### src/rtl/pdec_pkg.sv
package pdec_pkg;

    typedef logic [3:0] nib_t;

    typedef struct packed {
        nib_t d;
        logic co;
    } dig_res_t;

    typedef enum logic [1:0] {S_IDLE, S_LOAD, S_FIX, S_OUT} state_t;

    typedef enum logic [1:0] {
        CC_ZERO = 2'd0,
        CC_NEG  = 2'd1,
        CC_POS  = 2'd2,
        CC_OVF  = 2'd3
    } cc_t;

    function automatic logic is_digit(input nib_t n);
        return n <= 4'd9;
    endfunction

    function automatic logic sign_is_minus(input nib_t n);
        return (n == 4'hB) || (n == 4'hD);
    endfunction

    function automatic nib_t make_sign(input logic mode, input logic neg);
        nib_t s;
        case ({mode, neg})
            2'b00:   s = 4'hC;
            2'b01:   s = 4'hD;
            2'b10:   s = 4'hA;
            default: s = 4'hB;
        endcase
        return s;
    endfunction

    // One decimal digit step: add with carry or subtract with borrow.
    function automatic dig_res_t dec_digit(input nib_t x, input nib_t y,
                                           input logic ci, input logic sub);
        dig_res_t   r;
        logic [4:0] t;
        if (!sub) begin
            t = {1'b0, x} + {1'b0, y} + {4'b0, ci};
            if (t > 5'd9) begin
                r.d  = 4'(t - 5'd10);
                r.co = 1'b1;
            end else begin
                r.d  = t[3:0];
                r.co = 1'b0;
            end
        end else begin
            t = {1'b0, x} - {1'b0, y} - {4'b0, ci};
            if (t[4]) begin
                r.d  = 4'(t + 5'd10);
                r.co = 1'b1;
            end else begin
                r.d  = t[3:0];
                r.co = 1'b0;
            end
        end
        return r;
    endfunction

endpackage

### src/rtl/pdec_byte_alu.sv
module pdec_byte_alu
    import pdec_pkg::*;
#(
    parameter int DIGITS = 2,
    localparam int W = 4 * DIGITS
) (
    input  logic [W-1:0] x_i,
    input  logic [W-1:0] y_i,
    input  logic         c_i,
    input  logic         sub_i,
    output logic [W-1:0] z_o,
    output logic         c_o
);
    logic [DIGITS:0] chain;
    assign chain[0] = c_i;

    for (genvar g = 0; g < DIGITS; g++) begin : g_dig
        dig_res_t r;
        assign r              = dec_digit(x_i[4*g +: 4], y_i[4*g +: 4], chain[g], sub_i);
        assign z_o[4*g +: 4]  = r.d;
        assign chain[g+1]     = r.co;
    end

    assign c_o = chain[DIGITS];
endmodule

### src/rtl/pdec_sign_unit.sv
module pdec_sign_unit
    import pdec_pkg::*;
(
    input  nib_t a_sign_i,
    input  nib_t b_sign_i,
    input  logic mode_i,
    input  logic res_neg_i,
    input  logic res_zero_i,
    output logic a_neg_o,
    output logic b_neg_o,
    output logic sign_bad_o,
    output nib_t sign_o
);
    assign a_neg_o    = sign_is_minus(a_sign_i);
    assign b_neg_o    = sign_is_minus(b_sign_i);
    assign sign_bad_o = is_digit(a_sign_i) | is_digit(b_sign_i);
    // a zero magnitude never gets the minus code
    assign sign_o     = make_sign(mode_i, res_neg_i & ~res_zero_i);
endmodule

### src/rtl/pdec_rbuf.sv
module pdec_rbuf #(
    parameter int DEPTH = 16,
    parameter int WIDTH = 8,
    localparam int AW = $clog2(DEPTH)
) (
    input  logic             clk,
    input  logic             we,
    input  logic [AW-1:0]    waddr,
    input  logic [WIDTH-1:0] wdata,
    input  logic [AW-1:0]    raddr,
    output logic [WIDTH-1:0] rdata
);
    logic [WIDTH-1:0] mem [DEPTH];

    always_ff @(posedge clk) begin
        if (we) mem[waddr] <= wdata;
    end

    assign rdata = mem[raddr];
endmodule

### src/rtl/pdec_addsub_unit.sv
module pdec_addsub_unit
    import pdec_pkg::*;
#(
    parameter int MAX_BYTES = 16,
    localparam int LEN_W = $clog2(MAX_BYTES),
    localparam int BYTE_W = 8,
    localparam int DPB = BYTE_W / 4
) (
    input  logic              clk,
    input  logic              rst,
    input  logic              start,
    input  logic              op_sub,
    input  logic              sign_mode,
    input  logic [LEN_W-1:0]  len_a,
    input  logic [LEN_W-1:0]  len_b,
    input  logic              in_valid,
    input  logic [BYTE_W-1:0] a_byte,
    input  logic [BYTE_W-1:0] b_byte,
    output logic              ready,
    output logic              out_valid,
    output logic [BYTE_W-1:0] out_byte,
    output logic              done,
    output logic [1:0]        cc,
    output logic              overflow,
    output logic              data_err
);
    state_t             state;
    logic               sub_q, mode_q;
    logic [LEN_W-1:0]   la_q, lb_q, idx;
    logic               carry_q, effsub_q, aneg_q, err_q, brw_q, nzin_q, nzout_q;
    logic               out_sign_q;
    nib_t               sign_seen_q;

    logic [LEN_W-1:0]   wmax;
    logic               first, at_last, use_a, use_b, in_field;
    logic [BYTE_W-1:0]  a_op, b_op, alu_x, alu_y, alu_z, rd, fix_byte, wdata;
    logic               alu_c, alu_ci, alu_sub, we;
    logic               a_neg, b_neg, sign_bad, eff_now, byte_err, recomp;
    logic               res_neg, res_zero, ovf_w;
    nib_t               sign_nib;
    cc_t                cc_next;

    assign ready    = (state == S_IDLE);
    assign wmax     = (la_q > lb_q) ? la_q : lb_q;
    assign first    = (idx == '0);
    assign at_last  = (idx == wmax);
    assign use_a    = (idx <= la_q);
    assign use_b    = (idx <= lb_q);
    assign in_field = (idx <= la_q);

    // bytes past an operand's own length contribute zero digits
    assign a_op = use_a ? a_byte : '0;
    assign b_op = use_b ? b_byte : '0;

    pdec_sign_unit u_sign (
        .a_sign_i   (a_op[3:0]),
        .b_sign_i   (b_op[3:0]),
        .mode_i     (mode_q),
        .res_neg_i  (res_neg),
        .res_zero_i (res_zero),
        .a_neg_o    (a_neg),
        .b_neg_o    (b_neg),
        .sign_bad_o (sign_bad),
        .sign_o     (sign_nib)
    );

    assign eff_now = first ? (sub_q ^ a_neg ^ b_neg) : effsub_q;
    assign recomp  = effsub_q & carry_q;

    // validation of the used nibbles of this byte pair
    always_comb begin
        if (first)
            byte_err = sign_bad | ~is_digit(a_op[7:4]) | ~is_digit(b_op[7:4]);
        else
            byte_err = ~is_digit(a_op[7:4]) | ~is_digit(a_op[3:0])
                     | ~is_digit(b_op[7:4]) | ~is_digit(b_op[3:0]);
    end

    // One byte ALU shared by the arithmetic pass and the recomplement pass
    always_comb begin
        if (state == S_FIX) begin
            alu_x   = '0;
            alu_y   = rd;
            alu_ci  = brw_q;
            alu_sub = 1'b1;
        end else begin
            alu_x   = first ? {a_op[7:4], 4'h0} : a_op;
            alu_y   = first ? {b_op[7:4], 4'h0} : b_op;
            alu_ci  = carry_q;
            alu_sub = eff_now;
        end
    end

    pdec_byte_alu #(.DIGITS(DPB)) u_alu (
        .x_i   (alu_x),
        .y_i   (alu_y),
        .c_i   (alu_ci),
        .sub_i (alu_sub),
        .z_o   (alu_z),
        .c_o   (alu_c)
    );

    assign fix_byte = recomp ? alu_z : rd;
    assign we       = ((state == S_LOAD) && in_valid) || (state == S_FIX);
    assign wdata    = (state == S_FIX) ? fix_byte : alu_z;

    pdec_rbuf #(.DEPTH(MAX_BYTES), .WIDTH(BYTE_W)) u_buf (
        .clk   (clk),
        .we    (we),
        .waddr (idx),
        .wdata (wdata),
        .raddr (idx),
        .rdata (rd)
    );

    assign res_neg  = aneg_q ^ recomp;
    assign res_zero = ~nzin_q;
    assign ovf_w    = (~effsub_q & carry_q) | nzout_q;

    always_comb begin
        if (ovf_w)                    cc_next = CC_OVF;
        else if (res_zero)            cc_next = CC_ZERO;
        else if (res_neg)             cc_next = CC_NEG;
        else                          cc_next = CC_POS;
    end

    always_ff @(posedge clk) begin
        out_valid  <= 1'b0;
        done       <= 1'b0;
        out_sign_q <= 1'b0;
        if (rst) begin
            state       <= S_IDLE;
            idx         <= '0;
            sub_q       <= 1'b0;
            mode_q      <= 1'b0;
            la_q        <= '0;
            lb_q        <= '0;
            carry_q     <= 1'b0;
            effsub_q    <= 1'b0;
            aneg_q      <= 1'b0;
            err_q       <= 1'b0;
            brw_q       <= 1'b0;
            nzin_q      <= 1'b0;
            nzout_q     <= 1'b0;
            out_byte    <= '0;
            cc          <= 2'd0;
            overflow    <= 1'b0;
            data_err    <= 1'b0;
            sign_seen_q <= 4'hC;
        end else begin
            if (out_valid && out_sign_q) sign_seen_q <= out_byte[3:0];
            case (state)
                S_IDLE: begin
                    if (start) begin
                        state    <= S_LOAD;
                        sub_q    <= op_sub;
                        mode_q   <= sign_mode;
                        la_q     <= len_a;
                        lb_q     <= len_b;
                        idx      <= '0;
                        carry_q  <= 1'b0;
                        err_q    <= 1'b0;
                        brw_q    <= 1'b0;
                        nzin_q   <= 1'b0;
                        nzout_q  <= 1'b0;
                        cc       <= 2'd0;
                        overflow <= 1'b0;
                        data_err <= 1'b0;
                    end
                end
                S_LOAD: begin
                    if (in_valid) begin
                        carry_q <= alu_c;
                        err_q   <= err_q | byte_err;
                        if (first) begin
                            effsub_q <= eff_now;
                            aneg_q   <= a_neg;
                        end
                        if (at_last) begin
                            idx <= '0;
                            if (err_q | byte_err) begin
                                state    <= S_IDLE;
                                done     <= 1'b1;
                                data_err <= 1'b1;
                            end else begin
                                state <= S_FIX;
                            end
                        end else begin
                            idx <= idx + 1'b1;
                        end
                    end
                end
                S_FIX: begin
                    brw_q <= alu_c;
                    if (in_field) nzin_q  <= nzin_q  | (fix_byte != '0);
                    else          nzout_q <= nzout_q | (fix_byte != '0);
                    if (at_last) begin
                        idx   <= '0;
                        state <= S_OUT;
                    end else begin
                        idx <= idx + 1'b1;
                    end
                end
                S_OUT: begin
                    out_valid  <= 1'b1;
                    out_sign_q <= first;
                    out_byte   <= first ? {rd[7:4], sign_nib} : rd;
                    if (idx == la_q) begin
                        done     <= 1'b1;
                        cc       <= cc_next;
                        overflow <= ovf_w;
                        state    <= S_IDLE;
                    end else begin
                        idx <= idx + 1'b1;
                    end
                end
                default: state <= S_IDLE;
            endcase
        end
    end

    nib_t last_sign;
    assign last_sign = out_sign_q ? out_byte[3:0] : sign_seen_q;

    p_err_silent_r1: assert property (@(posedge clk) disable iff (rst)
        done && data_err |-> !out_valid);

    p_sign_pair_r3: assert property (@(posedge clk) disable iff (rst)
        out_valid && out_sign_q |-> out_byte[3:1] == (mode_q ? 3'b101 : 3'b110));

    p_digits_r4: assert property (@(posedge clk) disable iff (rst)
        out_valid |-> (out_byte[7:4] <= 4'd9) && (out_sign_q || out_byte[3:0] <= 4'd9));

    p_stream_r6: assert property (@(posedge clk) disable iff (rst)
        out_valid && !done |=> out_valid);

    p_zero_plus_r8: assert property (@(posedge clk) disable iff (rst)
        done && !data_err && cc == 2'd0 |-> !last_sign[0]);

    p_no_overflow_r9: assert property (@(posedge clk) disable iff (rst)
        done && overflow |-> cc == 2'd3);

    p_ready_back_r11: assert property (@(posedge clk) disable iff (rst)
        done |=> ready);
endmodule

### config.mk
export PLATFORM = sky130hd
export DESIGN_NAME = pdec_addsub_unit
export DESIGN_NICKNAME = d
export VERILOG_FILES = /design/src/rtl/pdec_pkg.sv /design/src/rtl/pdec_byte_alu.sv /design/src/rtl/pdec_sign_unit.sv /design/src/rtl/pdec_rbuf.sv /design/src/rtl/pdec_addsub_unit.sv
export SDC_FILE = /design/constraint.sdc
export NUM_CORES = 1
export LEC_CHECK = 0
export BUFFER_PORTS_ARGS = -buffer_cell sky130_fd_sc_hd__buf_2
export CAP_MARGIN = 20
export CORE_ASPECT_RATIO = 0.7
export CORE_MARGIN = 8
export CORE_UTILIZATION = 25
export CTS_CLUSTER_DIAMETER = 40
export CTS_CLUSTER_SIZE = 20
export DETAILED_ROUTE_END_ITERATION = 8
export GPL_TIMING_DRIVEN = 0
export SETUP_SLACK_MARGIN = 0.15
export SYNTH_ARGS = -nofsm -noshare
export SYNTH_HDL_FRONTEND = slang
export SYNTH_SLANG_ARGS = --single-unit
### constraint.sdc
create_clock -name clk -period 14.55 [get_ports clk]
set_input_delay 3.6375 -clock clk [delete_from_list [all_inputs] [get_ports clk]]
set_output_delay 3.6375 -clock clk [all_outputs]
set_load 0.02 [all_outputs]
==> qor_table.md <==
| Metric | Value |
|---|---|
| Outcome | completed |
| Number of buffers added by the clock tree synthesis step | 17 |
| Sequential area share after synthesis | 0.5274 |
| Chip Width | 240.8 um |
| Standby leakage power | 3.572 nW |
| # Post-CTS Setup Buffers | 0 |
| Placeable core region | 34800 um2 |
| GRT Overall Usage | 0.1148 |
| Count of cells resized by post-cts repair | 0 |
| Number of port buffers | 44 |
| Max-slew violation total from the final report | 0 |
| Type of element launching the critical path | primary input |
| Critical path start-end classification | primary input to flop |
| Ports | 45 |
| Wire per inst | 18.42 um |
| Required time of the critical path | 14.84 ns |
| Post-synth EDFFs | 128 |
| Hold Buf Count CTS | 0 |
| Most common cell after layout, fill and taps aside | sky130_fd_sc_hd__edfxtp_1 |
| Startpoint of the lowest-slack hold path | cc[1]$_SDFFE_PP0P_ |
| Post-synthesis sequential element count | 169 |
| Critical Path End Type | flop |
| Drt drc | 0 |
| Cell Pwr Density | 155.3 nW/um2 |
| Number of library cell types mapped by synthesis | 67 |
| Maximum VDD drop | 0.0001012 V |
| Yosys warning count | 0 |
| Total power | 1.599 mW |
| Clk_lat worst skew | 0.44 ns |
| Number of standard-cell rows in the floorplan | 57 |
| Storage element area | 4664 um2 |
| Final weighted congestion of routability-driven global placement | 0.9036 |
| Share of post-route cells with drive strength above 1 | 0.1748 |
| Slew Limit Headroom | 0.3089 |
| Antenna Cells | 0 |
| Leading area contributor after synthesis | sky130_fd_sc_hd__edfxtp_1 |
| RSZ-0062 raised after global routing | no |
| Via density | 4.860 |
| Hold Crit Depth | 1 |
| Period utilization | 0.6565 |
| Global-route wire length before repair | 36740 um |
| Initial core utilization | 0.2541 |
| Type of the most critical hold path | flop to flop |
| FF-to-FF setup slack | 6.02 ns |
| Path depth of the worst reg2reg path | 27 |
| Arrival @ worst endpoint | 9.84 ns |
| End point of the worst hold path | cc[1]$_SDFFE_PP0P_ |
| Sinks on the clock net | 169 |
| Final period demand of the worst path | 9.552 ns |
| Reg clk slew, reported paths | 0.07 ns |
| Max-cap violations | 0 |
| CTS tree | yes |
| Largest net degree at the start of global routing | 17 |
| Total Nets Final | 883 |
| Mapped Cells | 734 |
| Fraction of the core area covered by cells at the end of the flow | 0.2957 |
| DR iter-0 viols | 686 |
| Final Hold Viols | 0 |
| Vias in the first global route | 6059 |
| HPWL reported at the end of detailed placement | 18050 um |
| Peak clock frequency supported by timing | 104.7 MHz |
| Syn Nets | 812 |
| Setup clock skew after layout | 0.01399 ns |
| Root buffer cell | sky130_fd_sc_hd__clkbuf_16 |
| Top library cells by usage in the layout, fill and taps aside | sky130_fd_sc_hd__edfxtp_1 (128), sky130_fd_sc_hd__nand2_1 (82), sky130_fd_sc_hd__nor2_1 (56), sky130_fd_sc_hd__buf_2 (51), sky130_fd_sc_hd__a21oi_1 (44) |
| Total via count after detailed routing | 6269 |
| Dominant register cell in the synthesized netlist | sky130_fd_sc_hd__edfxtp_1 |
| Multi-input gate area in the final layout | 3920 um2 |
| Number of levels the H-tree was split into | 4 |
| Post-synth top area share | 0.4346 |
| Top cells by area in the synthesized netlist | sky130_fd_sc_hd__edfxtp_1 (43%), sky130_fd_sc_hd__dfxtp_1 (9.3%), sky130_fd_sc_hd__mux4_2 (9.2%), sky130_fd_sc_hd__ha_1 (5.7%), sky130_fd_sc_hd__nand2_1 (3.5%) |
| Terminus of the critical flop-to-flop path | u_buf.mem[5][6]$_DFFE_PP_ |
| Buffer levels on the longest clock path | 2 |
| Post-route ant nets | 0 |
| Number of iterations in the first detailed-routing pass | 6 |
| Area added between synthesis and finish | 16.38% |
| Slew of the pin with the lowest slew margin | 1.033 ns |
| Post-synthesis cell area | 8843 um2 |
| Final setup violating endpoints | 0 |
| Aggregate global routing overflow | 0 |
| Average cell area after synthesis | 12.05 um2 |
| Max Fanout on Critical Path | 9 |
| Die extent in y | 173.4 um |
| Floorplan die area | 41750 um2 |
| Initial antenna violation count | 0 |
| Final-layout setup total negative slack | 0 ns |
| Fraction of registers with async set or reset after synthesis | 0 |
| Filler cell count | 3615 |
| Final wirelength | 23770 um |
[routing by layer]
layer | vias up | global-route usage | share of wire | routed length [um]
met4 | 0 | 0.02658 | 0.014 | 325
met2 | 254 | 0.1606 | 0.42 | 9981
met3 | 28 | 0.03129 | 0.094 | 2246
met5 | - | 0 | 0 | 0
li1 | 2891 | - | - | -
met1 | 3096 | 0.1720 | 0.47 | 11210
[critical path: stages]
cell and delay, ns:
sky130_fd_sc_hd__buf_2 0.11, sky130_fd_sc_hd__a22o_1 0.25, sky130_fd_sc_hd__inv_1 0.09, sky130_fd_sc_hd__fa_1 0.19, sky130_fd_sc_hd__inv_1 0.06, sky130_fd_sc_hd__fa_1 0.40, sky130_fd_sc_hd__xor2_1 0.33, sky130_fd_sc_hd__inv_1 0.13
sky130_fd_sc_hd__ha_1 0.26, sky130_fd_sc_hd__a21boi_0 0.17, sky130_fd_sc_hd__mux2i_1 0.17, sky130_fd_sc_hd__o21ai_0 0.26, sky130_fd_sc_hd__mux2_2 0.24, sky130_fd_sc_hd__inv_1 0.06, sky130_fd_sc_hd__fa_1 0.40, sky130_fd_sc_hd__fa_1 0.41
sky130_fd_sc_hd__xnor2_1 0.22, sky130_fd_sc_hd__ha_1 0.26, sky130_fd_sc_hd__nand2_1 0.11, sky130_fd_sc_hd__inv_1 0.05, sky130_fd_sc_hd__or4_1 0.53, sky130_fd_sc_hd__a21o_1 0.22, sky130_fd_sc_hd__a32oi_1 0.23, sky130_fd_sc_hd__o21ai_0 0.13
sky130_fd_sc_hd__a21oi_1 0.64, sky130_fd_sc_hd__buf_4 0.29
[worst max-delay path by stage]
stage	slack, ns	end	from
final	5.00	u_buf.mem[5][6]$_DFFE_PP_	b_byte[0]
after global routing	4.63	u_buf.mem[5][6]$_DFFE_PP_	b_byte[0]
after CTS	5.06	u_buf.mem[6][6]$_DFFE_PP_	b_byte[0]
after detailed placement	4.65	u_buf.mem[4][7]$_DFFE_PP_	b_byte[0]
after global placement	4.40	u_buf.mem[12][6]$_DFFE_PP_	b_byte[0]
after floorplan	5.67	u_buf.mem[0][6]$_DFFE_PP_	b_byte[0]
[layout make-up]
class	instances	area share
Sequential cell	169	0.4532
Clock buffer	21	0.04279
Tap cell	472	0.05738
Buffer	30	0.01252
Timing Repair Buffer	52	0.02760
Inverter	40	0.01459
Clock inverter	11	0.01106
Multi-Input combinational cell	495	0.3809
[stage by stage]
step / cell area [um2] / std cells / hold WS (ns) / setup WS [ns]
finish: 10290 / 1290 / 0.4472 / 4.998
detailed placement: 9708 / 1254 / 0.4383 / 4.647
global route: 10290 / 1290 / 0.4846 / 4.630
global placement: 9654 / 1250 / 0.4358 / 4.400
CTS: 10260 / 1286 / 0.4545 / 5.064
floorplan: 8843 / 734 / 0.4255 / 5.670
[synth_stat cells (4+ instances only)]
cell / n
sky130_fd_sc_hd__a211oi_1: 6
sky130_fd_sc_hd__a21o_1: 6
sky130_fd_sc_hd__a21oi_1: 44
sky130_fd_sc_hd__a22o_1: 5
sky130_fd_sc_hd__a22oi_1: 6
sky130_fd_sc_hd__a31oi_1: 5
sky130_fd_sc_hd__and2_1: 9
sky130_fd_sc_hd__and3_1: 8
sky130_fd_sc_hd__buf_2: 7
sky130_fd_sc_hd__clkbuf_1: 20
sky130_fd_sc_hd__dfxtp_1: 41
sky130_fd_sc_hd__edfxtp_1: 128
sky130_fd_sc_hd__fa_1: 8
sky130_fd_sc_hd__ha_1: 40
sky130_fd_sc_hd__inv_1: 39
sky130_fd_sc_hd__mux2i_1: 14
sky130_fd_sc_hd__mux4_2: 36
sky130_fd_sc_hd__nand2_1: 82
sky130_fd_sc_hd__nand2b_1: 10
sky130_fd_sc_hd__nand3_1: 7
sky130_fd_sc_hd__nand4_1: 4
sky130_fd_sc_hd__nor2_1: 56
sky130_fd_sc_hd__nor2b_1: 8
sky130_fd_sc_hd__nor3_1: 13
sky130_fd_sc_hd__o211ai_1: 8
sky130_fd_sc_hd__o21a_1: 6
sky130_fd_sc_hd__o21ai_0: 27
sky130_fd_sc_hd__or3_1: 4
sky130_fd_sc_hd__xnor2_1: 13
sky130_fd_sc_hd__xor2_1: 11
[sequential cells by signal, indices dropped and copies added, names as in the netlist, 2 cells and up, named ones only]
register / flops
out_byte: 8
idx: 4
u_buf.mem: 128
la_q: 4
lb_q: 4
cc: 2
[report_power, final]
group	switching, mW	total [mW]	internal, mW
combinational	0.344	0.532	0.188
clock	0.193	0.432	0.239
sequential	0.0120	0.635	0.623
[kinds of logic (layout without fill, tap and decap cells)]
group / count (synthesis) / after routing / share of synthesized area
compound gates: 148 / 148 / 0.1104
xor+xnor: 24 / 24 / 0.02377
fa+ha+maj: 48 / 48 / 0.07470
buf+inv: 70 / 154 / 0.03155
flops: 169 / 169 / 0.5274
mux: 53 / 53 / 0.1113
simple gates: 222 / 222 / 0.1208
No activity file was read; power rests on OpenSTA's default activity.
